**config.mk**
```make
export PLATFORM = sky130hd
export DESIGN_NAME = ctl_rate_smoother
export DESIGN_NICKNAME = d
export VERILOG_FILES = /design/src/rtl/ctl_rate_pkg.sv /design/src/rtl/ctl_window_accum.sv /design/src/rtl/ctl_scale_offset.sv /design/src/rtl/ctl_deadband_reg.sv /design/src/rtl/ctl_rate_smoother.sv
export SDC_FILE = /design/constraint.sdc
export NUM_CORES = 1
export LEC_CHECK = 0
export BUFFER_PORTS_ARGS = -buffer_cell sky130_fd_sc_hd__buf_2
export CAP_MARGIN = 20
export CORE_ASPECT_RATIO = 1.1
export CORE_MARGIN = 8
export CORE_UTILIZATION = 40
export CTS_BUF_LIST = sky130_fd_sc_hd__clkbuf_8
export CTS_CLUSTER_DIAMETER = 100
export DETAILED_ROUTE_END_ITERATION = 8
export PLACE_DENSITY = 0.67
export SYNTH_ARGS = -nofsm -noshare
export SYNTH_HDL_FRONTEND = slang
export SYNTH_SLANG_ARGS = --single-unit
```
**constraint.sdc**
```tcl
create_clock -name clk -period 8.25 [get_ports clk]
set_input_delay 0.825 -clock clk [delete_from_list [all_inputs] [get_ports clk]]
set_output_delay 0.825 -clock clk [all_outputs]
set_load 0.05 [all_outputs]
```
**src/rtl/ctl_rate_pkg.sv**
```systemverilog
package ctl_rate_pkg;
  localparam int unsigned RD_W     = 10;
  localparam int unsigned ACC_W    = 24;
  localparam int unsigned CNT_W    = 8;
  localparam int unsigned SHIFT    = 4;
  localparam int unsigned OUT_W    = 16;
  localparam logic [15:0] FLOOR    = 16'h0080;
  localparam logic [15:0] DEADBAND = 16'h0010;

  typedef struct packed {
    logic             close;
    logic [ACC_W-1:0] total;
  } win_evt_t;
endpackage

```
**src/rtl/ctl_window_accum.sv**
```systemverilog
module ctl_window_accum
  import ctl_rate_pkg::*;
#(
  parameter int unsigned DW = RD_W,
  parameter int unsigned AW = ACC_W,
  parameter int unsigned CW = CNT_W
) (
  input  logic          clk,
  input  logic          rst_n,
  input  logic          take,
  input  logic [DW-1:0] sample,
  output logic          close,
  output logic [AW-1:0] total
);
  localparam logic [CW-1:0] LAST = {CW{1'b1}};

  logic [CW-1:0] cnt_q;
  logic [AW-1:0] acc_q;
  logic [AW-1:0] acc_nx;

  // running sum including the sample offered this cycle
  assign acc_nx = acc_q + AW'(sample);
  assign close  = take && (cnt_q == LAST);
  assign total  = acc_nx;

  always_ff @(posedge clk) begin
    if (!rst_n) begin
      cnt_q <= '0;
      acc_q <= '0;
    end else if (take) begin
      cnt_q <= cnt_q + 1'b1;
      if (cnt_q == LAST) acc_q <= '0;
      else               acc_q <= acc_nx;
    end
  end
endmodule

```
**src/rtl/ctl_scale_offset.sv**
```systemverilog
module ctl_scale_offset
  import ctl_rate_pkg::*;
#(
  parameter int unsigned AW   = ACC_W,
  parameter int unsigned OW   = OUT_W,
  parameter int unsigned SH   = SHIFT,
  parameter logic [OW-1:0] OFS = FLOOR
) (
  input  logic [AW-1:0] total,
  output logic [OW-1:0] cand
);
  localparam int unsigned HI_W = (AW > OW) ? AW - OW : 1;

  logic [AW-1:0] scaled;
  logic          over_hi;
  logic [OW:0]   sum_w;

  assign scaled = total >> SH;

  generate
    if (AW > OW) begin : g_wide
      assign over_hi = |scaled[AW-1:AW-HI_W];
    end else begin : g_narrow
      assign over_hi = 1'b0;
    end
  endgenerate

  assign sum_w = {1'b0, scaled[OW-1:0]} + {1'b0, OFS};

  // saturate instead of wrapping so the floor always holds
  always_comb begin
    if (over_hi || sum_w[OW]) cand = {OW{1'b1}};
    else                      cand = sum_w[OW-1:0];
  end
endmodule

```
**src/rtl/ctl_deadband_reg.sv**
```systemverilog
module ctl_deadband_reg
  import ctl_rate_pkg::*;
#(
  parameter int unsigned   OW   = OUT_W,
  parameter logic [OW-1:0] INIT = FLOOR,
  parameter logic [OW-1:0] BAND = DEADBAND
) (
  input  logic          clk,
  input  logic          rst_n,
  input  logic          eval,
  input  logic [OW-1:0] cand,
  output logic [OW-1:0] held
);
  logic [OW:0]   diff;
  logic [OW-1:0] mag;
  logic          load;

  assign diff = {1'b0, cand} - {1'b0, held};
  assign mag  = diff[OW] ? OW'(-diff) : diff[OW-1:0];
  assign load = eval && (mag >= BAND);

  always_ff @(posedge clk) begin
    if (!rst_n)    held <= INIT;
    else if (load) held <= cand;
  end
endmodule

```
**src/rtl/ctl_rate_smoother.sv**
```systemverilog
module ctl_rate_smoother
  import ctl_rate_pkg::*;
#(
  parameter int unsigned      DW   = RD_W,
  parameter int unsigned      AW   = ACC_W,
  parameter int unsigned      CW   = CNT_W,
  parameter int unsigned      SH   = SHIFT,
  parameter int unsigned      OW   = OUT_W,
  parameter logic [OW-1:0]    OFS  = FLOOR,
  parameter logic [OW-1:0]    BAND = DEADBAND
) (
  input  logic          clk,
  input  logic          rst_n,
  input  logic          in_valid,
  output logic          in_ready,
  input  logic [DW-1:0] in_data,
  output logic [OW-1:0] rate_o
);
  logic     rdy_q;
  logic     take;
  win_evt_t evt;
  logic [OW-1:0] cand;

  always_ff @(posedge clk) begin
    if (!rst_n) rdy_q <= 1'b0;
    else        rdy_q <= 1'b1;
  end

  assign in_ready = rdy_q;
  assign take     = in_valid && rdy_q;

  ctl_window_accum #(.DW(DW), .AW(AW), .CW(CW)) u_acc (
    .clk(clk), .rst_n(rst_n), .take(take), .sample(in_data),
    .close(evt.close), .total(evt.total)
  );

  ctl_scale_offset #(.AW(AW), .OW(OW), .SH(SH), .OFS(OFS)) u_scl (
    .total(evt.total), .cand(cand)
  );

  ctl_deadband_reg #(.OW(OW), .INIT(OFS), .BAND(BAND)) u_db (
    .clk(clk), .rst_n(rst_n), .eval(evt.close), .cand(cand), .held(rate_o)
  );
endmodule

```
==> out/results.ini, run 1 <==
[setup_path]
path_cells=buf_2, ha_1, inv_1, fa_1, nand2b_1, a21oi_1, o21ai_0, a211oi_1, mux2i_1, a41oi_1, buf_4, nand2b_1, inv_1, ha_1, fa_1, nand2b_2, a21o_1, a2111o_1, a211oi_1, o22ai_1, a2111o_1, a222oi_1, a31o_2, a22o_2
setup.worst_path.end_class=register
crit_path_start_kind=primary input
critPathMaxStageDelay_ps=660
critical_path_class=primary input to register
worst_ep_required_time_ps=8510
critPathLaunch=in_data[0]
cp_num_buf_inv=4
crit_fanout=15
cp_top_family=compound AO/OA/AOI/OAI gates
r2r_slack_ps=1540
worstPathArrival_ps=7200
cp_slowest_cell=a222oi_1
r2r_start=u_acc.acc_q[0]

[flow_run]
drv_cap=0

[yosys]
synthesis.nets=592
synth_edf_count=0
yosysUniqueCellTypes=71
synth_compound_area_share_pct=30.1
synth_xor_area_share_pct=6.05
synth_simple_gate_area_share_pct=24.6
yosysSeqAreaShare_pct=23.4
synth_top_family_by_area=compound AO/OA/AOI/OAI gates
synth-adder-area-share_pct=9.30
syn_area_um2=4200
ys.flop_type=dfxtp_1
synth-seq-cells=49
synthMuxAreaShare_pct=0.954
avgSynthCellArea_um2=7.65
syn_inst=549
yosysWarnings=0
async_flop_share_pct=0

[routing]
drt_iter0_drc=137
drcViolationCount=0
drtPass1Iterations=4
routedWlPerCell_um=15.6
avgViaCountPerCell=5.79
num_vias=4098
wirelength_um=11000
final_antenna_net_count=0

[hold_path]
min_path_type=register to register
hp-start=u_acc.cnt_q[5]

[sta]
hold_violations=0
slew_headroom_pct=49.6
finalSetupViolations=0
maxSlewViolCount=0
worst_pin_slew_ps=756
tns_ps=0
period_share_pct=84.1
clock_skew_ps=9.87
fin_crit_ps=6940
fmax_mhz=144
rsz0062_at_grt=no

[placed_design]
gp_congestion=0.920
hpwlAfterDp_um=8570
post_dp_cell_area_um2=4430
portBuffers=29

[grt]
grt_pass1_wl_um=18600
gr-total-overflow=0
antenna_found_initial=0
gr-usage-all-layers_pct=15.8
grt_max_degree=34
grt_pass1_vias=3927

[cells_and_area]
syn_to_final_growth_pct=7.81
diodes=0
drive_gt1_share_pct=12.2
fin_area_um2=4530
nets=607
utilization_pct=44.0

[pwr]
p_sw_uw=230
powerDensity_nw_per_um2=140
ir_drop_v=0.0000954
p_int_uw=403
power.leakage_uw=0.00190
seq_power_share_pct=38.5
sw_frac_of_total_pct=36.3
p_clk_share_pct=24.2
combPwrFrac_pct=37.3

[die]
coreArea_um2=10300
rows=39
fp.dieW_um=114
initial_core_util_pct=40.8
io_pins=30
die_y_um=123
die_area_um2=14000

[clock_tree]
clockRootBuffer=clkbuf_8
htreeDepth=2
cts_tree=built
cts_post_setup_buffers_inserted=0
clkTransAtPathRegs_ps=100
cts_hold_buffers=0
cts_sinks=49
clk-insertion-delay-late_ps=310
cts_buffer_depth=2
cts_buffers=5
cts.repair.resized=0

[outcome]
run_status=finished, final reports clean

==> layout by cell type (no fill, tap or decap), types with 6 or more instances in the layout <==
master     n
nor2b_1    6
a22o_2    14
nand4_1    7
ha_1      28
dfxtp_1   49
o21ai_0   28
clkbuf_8   6
nor3_1    16
o211ai_1   7
a22oi_1    9
a211oi_1   9
nand2b_1  14
xor2_1    12
inv_1     33
a21oi_1   46
and2_1    10
nand3_1   12
xnor2_1   17
nor2_1    46
a21o_1    16
and3_1     7
nand2_1   46
buf_2     29
==> final cells by class <==
type                            count  area (um^2)
Clock inverter                      2         13.8
Fill cell                        1052         5770
Timing Repair Buffer               32          168
Clock buffer                        6         82.6
Multi-Input combinational cell    443         2980
Sequential cell                    49          981
Tap cell                          143          179
Inverter                           33          124
==> flip-flops by register name, indices dropped and copies added (netlist names) <==
name / flops
in_ready: 1
u_acc.acc_q: 24
u_db.held: 16
u_acc.cnt_q: 8
==> path summary, 6_finish.rpt <==
| kind | endpoint | cells past startpoint |
|---|---|---|
| hold / removal | u_acc.cnt_q[5] | 2 |
| setup reg to reg | u_db.held[2] | 23 |
| setup / recovery | u_db.held[2] | 24 |
| hold reg to reg | u_acc.cnt_q[5] | 2 |
==> power by group through the flow <==
stage	clock network, uW	logic (uW)	registers [uW]
global placement	0	228	249
global route	169	261	244
CTS	158	234	244
floorplan	0	184	249
detailed placement	0	232	249
finish	153	236	244
==> Yosys cell counts, drive strengths merged, types with 3 or more instances <==
cell type	number	area (um^2)
a211o	3	27.5
a211oi	11	92.6
a21boi	4	30.0
a21o	17	129
a21oi	47	239
a22o	15	149
a22oi	9	67.6
a311oi	3	26.3
a31oi	5	31.3
and2	10	62.6
and3	7	43.8
and4	4	36.3
buf	8	55.0
clkbuf	16	60.1
dfxtp	49	981
ha	28	350
inv	33	124
mux2i	4	40.0
nand2	46	173
nand2b	15	96.3
nand3	12	60.1
nand3b	4	30.0
nand4	7	43.8
nand4b	4	35.0
nor2	46	173
nor2b	6	37.5
nor3	17	90.1
o2111ai	3	26.3
o211ai	7	52.6
o21a	5	37.5
o21ai	29	145
or2	4	25.0
or3	5	31.3
or4	4	30.0
xnor2	17	149
xor2	12	105
==> through the flow <==
stage	hold slack [ps]	cells	power (uW)	setup WS (ps)
2_1_floorplan	453	549	434	1850
4_1_cts	495	708	636	1330
3_3_place_gp	463	700	477	1230
5_1_grt	521	708	674	908
3_5_place_dp	481	700	481	1020
6_report	499	708	633	1310
==> per-layer routing <==
layer	global-route usage (%)	vias to the layer above	routed length, um
met5	0	-	0
met4	5.17	0	203
met3	1.81	16	375
met2	29.6	87	5560
met1	18.2	1943	4900
li1	-	2052	-
==> worst register-to-register path: cells and delay by family, from the launching register on <==
kind	cells	cell delay (ps)
compound gates	12	3920
fa+ha+maj	4	1190
buf+inv	3	330
simple gates	3	540
mux	1	330
flops	1	350
==> kinds of logic after synthesis <==
logic type,count (synthesis)
buf+inv,57
xor+xnor,29
compound gates,181
mux,4
fa+ha+maj,30
flops,49
simple gates,199
No activity file was read; power rests on OpenSTA's default activity.
==> run 2: changes to the inputs <==
clock period = 7.1 ns   (was 8.25 ns; I/O delays follow)
==> out/results.ini, run 2 (synthesized netlist as in run 1, its figures left out) <==
[die]
coreArea_um2=10300  ; unchanged
die_y_um=123  ; unchanged
initial_core_util_pct=40.8  ; unchanged
fp.dieW_um=114  ; unchanged
io_pins=30  ; unchanged
rows=39  ; unchanged
die_area_um2=14000  ; unchanged

[routing]
routedWlPerCell_um=15.5  ; -0.68%
avgViaCountPerCell=5.78  ; about the same
num_vias=4112  ; +0.34%
drt_iter0_drc=215  ; +57%
wirelength_um=11000  ; -0.26%
drcViolationCount=0  ; unchanged
drtPass1Iterations=5  ; +1
final_antenna_net_count=0  ; unchanged

[cells_and_area]
final_cell_count_no_fill=711  ; +0.42%
top_register=u_acc.acc_q
multi_input_area_um2=2980  ; +0.13%
nFillCells=1030  ; -2.1%
syn_to_final_growth_pct=8.47
mostFrequentLayoutCell=dfxtp_1
layout_common_cells=dfxtp_1, a21oi_1, nor2_1, nand2_1, inv_1
largest_reg_flops=24  ; unchanged
drive_gt1_share_pct=12.9  ; +0.64 points
register_area_um2=981  ; unchanged
top_regs=u_acc.acc_q (24), u_db.held (16), u_acc.cnt_q (8)
nets=610  ; +0.49%
diodes=0  ; unchanged

[hold_path]
holdPathStages=2  ; unchanged
hp-start=u_acc.cnt_q[1]
min_to=u_acc.cnt_q[1]
min_path_type=register to register

[setup_path]
r2r_end=u_db.held[1]
setup.worst_path.end_class=register
worstPathArrival_ps=6930  ; -270 ps
worst_r2r_path_depth=21  ; -8.7%
r2r_slack_ps=560  ; -980 ps
worst_ep_required_time_ps=7350  ; -1160 ps
path_cells=buf_2, ha_1, inv_1, fa_1, nand2b_1, a21oi_1, o21ai_0, a211oi_1, mux2i_1, a41oi_1, buf_4, nand2b_1, ha_1, a211oi_2, nand2b_1, or4_1, and3_1, a2111oi_0, nand4_1, mux2i_2, a21oi_2, a22o_2
crit_fanout=14  ; -1
cp_slowest_cell=or4_1
worst_path_most_repeated_cell=nand2b_1
r2r_start=u_acc.acc_q[0]
crit_path_start_kind=primary input
critPathMaxStageDelay_ps=550  ; -110 ps
critical_path_class=primary input to register

[clock_tree]
cts_sinks=49  ; unchanged
cts_buffers=5  ; unchanged
clockRootBuffer=clkbuf_8
clk-insertion-delay-late_ps=300  ; about the same
htreeDepth=2  ; unchanged
cts_buffer_depth=2  ; unchanged
cts_tree=built
clkTransAtPathRegs_ps=100  ; about the same

[placed_design]
place_inst=703  ; +0.43%
portBuffers=29  ; unchanged
hpwlAfterDp_um=8610  ; +0.57%
gp_congestion=0.926  ; +0.73%

[pwr]
ir_drop_v=0.0000943  ; -1.2%
powerDensity_nw_per_um2=161  ; +15%
power.leakage_uw=0.00191  ; +0.23%
total_power_uw=731  ; +15%

[sta]
maxSlewViolCount=0  ; unchanged
clock_skew_ps=5.37  ; -4.51 ps
hold_violations=0  ; unchanged
fin_crit_ps=6680
tns_ps=0  ; unchanged
worst_pin_slew_ps=779  ; +23.0 ps
rsz0062_at_grt=no
finalSetupViolations=0  ; unchanged
slew_headroom_pct=48.0  ; -1.5 points
fmax_mhz=150
period_share_pct=94.1

[grt]
met2_usage_pct=28.8  ; -0.81 points
grt_use_met3_pct=1.86  ; +0.049 points
gr-usage-all-layers_pct=15.6  ; -0.18 points
grt_busiest_layer=met2
use_met1_pct=18.0  ; -0.20 points
grt_max_degree=33  ; -2.9%
grt_pass1_wl_um=18400  ; -0.93%
gr-total-overflow=0  ; unchanged
grt_pass1_vias=3976  ; +1.2%
antenna_found_initial=0  ; unchanged

[outcome]
run_status=finished, final reports clean

[flow_run]
drv_cap=0  ; unchanged

run 2: changes by cell type in the layout (fill, tap and decap cells not counted), sizes merged:
cell      before  now
clkinv         2    1
inv           33   34
buf           32   35
clkbuf         6    5
clkinvlp       0    1
run 2: layout make-up:
class	instances	area share (%)
Inverter	33	2.72
Multi-Input combinational cell	443	65.5
Timing Repair Buffer	35	4.26
Tap cell	143	3.93
Clock buffer	5	1.51
Sequential cell	49	21.5
Clock inverter	3	0.550
run 2: how the worst max path moves through the flow:
| stage | slack, ps | to | depth (start not counted) | from |
|---|---|---|---|---|
| 2_1_floorplan | 810 | u_db.held[10] | 23 | in_data[0] |
| 3_5_place_dp | 170 | u_db.held[10] | 22 | in_data[0] |
| 5_1_grt | 10 | u_db.held[14] | 22 | in_data[0] |
| 3_3_place_gp | 320 | u_db.held[11] | 22 | in_data[0] |
| 4_1_cts | 490 | u_db.held[1] | 22 | in_data[0] |
| 6_report | 420 | u_db.held[1] | 22 | in_data[0] |
run 2: routing by layer:
layer / vias up / share of wire, %
met1: 1928 / 44
met3: 24 / 3.5
met4: 0 / 2.4
met2: 105 / 50
met5: - / 0
li1: 2055 / -
run 2: stage by stage:
| step | setup WS [ps] | utilization, % | hold WS, ps | cell area (um^2) |
|---|---|---|---|---|
| floorplan | 811 | - | 453 | 4200 |
| global placement | 316 | 43.2 | 463 | 4440 |
| detailed placement | 175 | 43.3 | 469 | 4460 |
| CTS | 488 | 44.2 | 484 | 4550 |
| global route | 14.3 | 44.2 | 521 | 4550 |
| finish | 420 | 44.2 | 483 | 4550 |
run 2: what timing repair did:
item / in CTS / in global routing
buffers inserted: 0 / 0
setup endpoints to repair: 0 / 7
resized for setup: 0 / 1
hold buffers: 0 / 0
run 2: worst max-delay path, delay by kind of cell:
kind | cells | cell delay (ps)
and+or+nand+nor | 6 | 1370
buffers and inverters | 3 | 390
muxes | 2 | 420
AOI/OAI and AO/OA | 8 | 3010
adders and majority gates | 3 | 1030
run 2: where the power goes:
| group | total [uW] | switching (uW) | internal [uW] |
|---|---|---|---|
| clock | 170 | 99.2 | 71.2 |
| combinational | 278 | 167 | 111 |
| sequential | 283 | 3.31 | 280 |
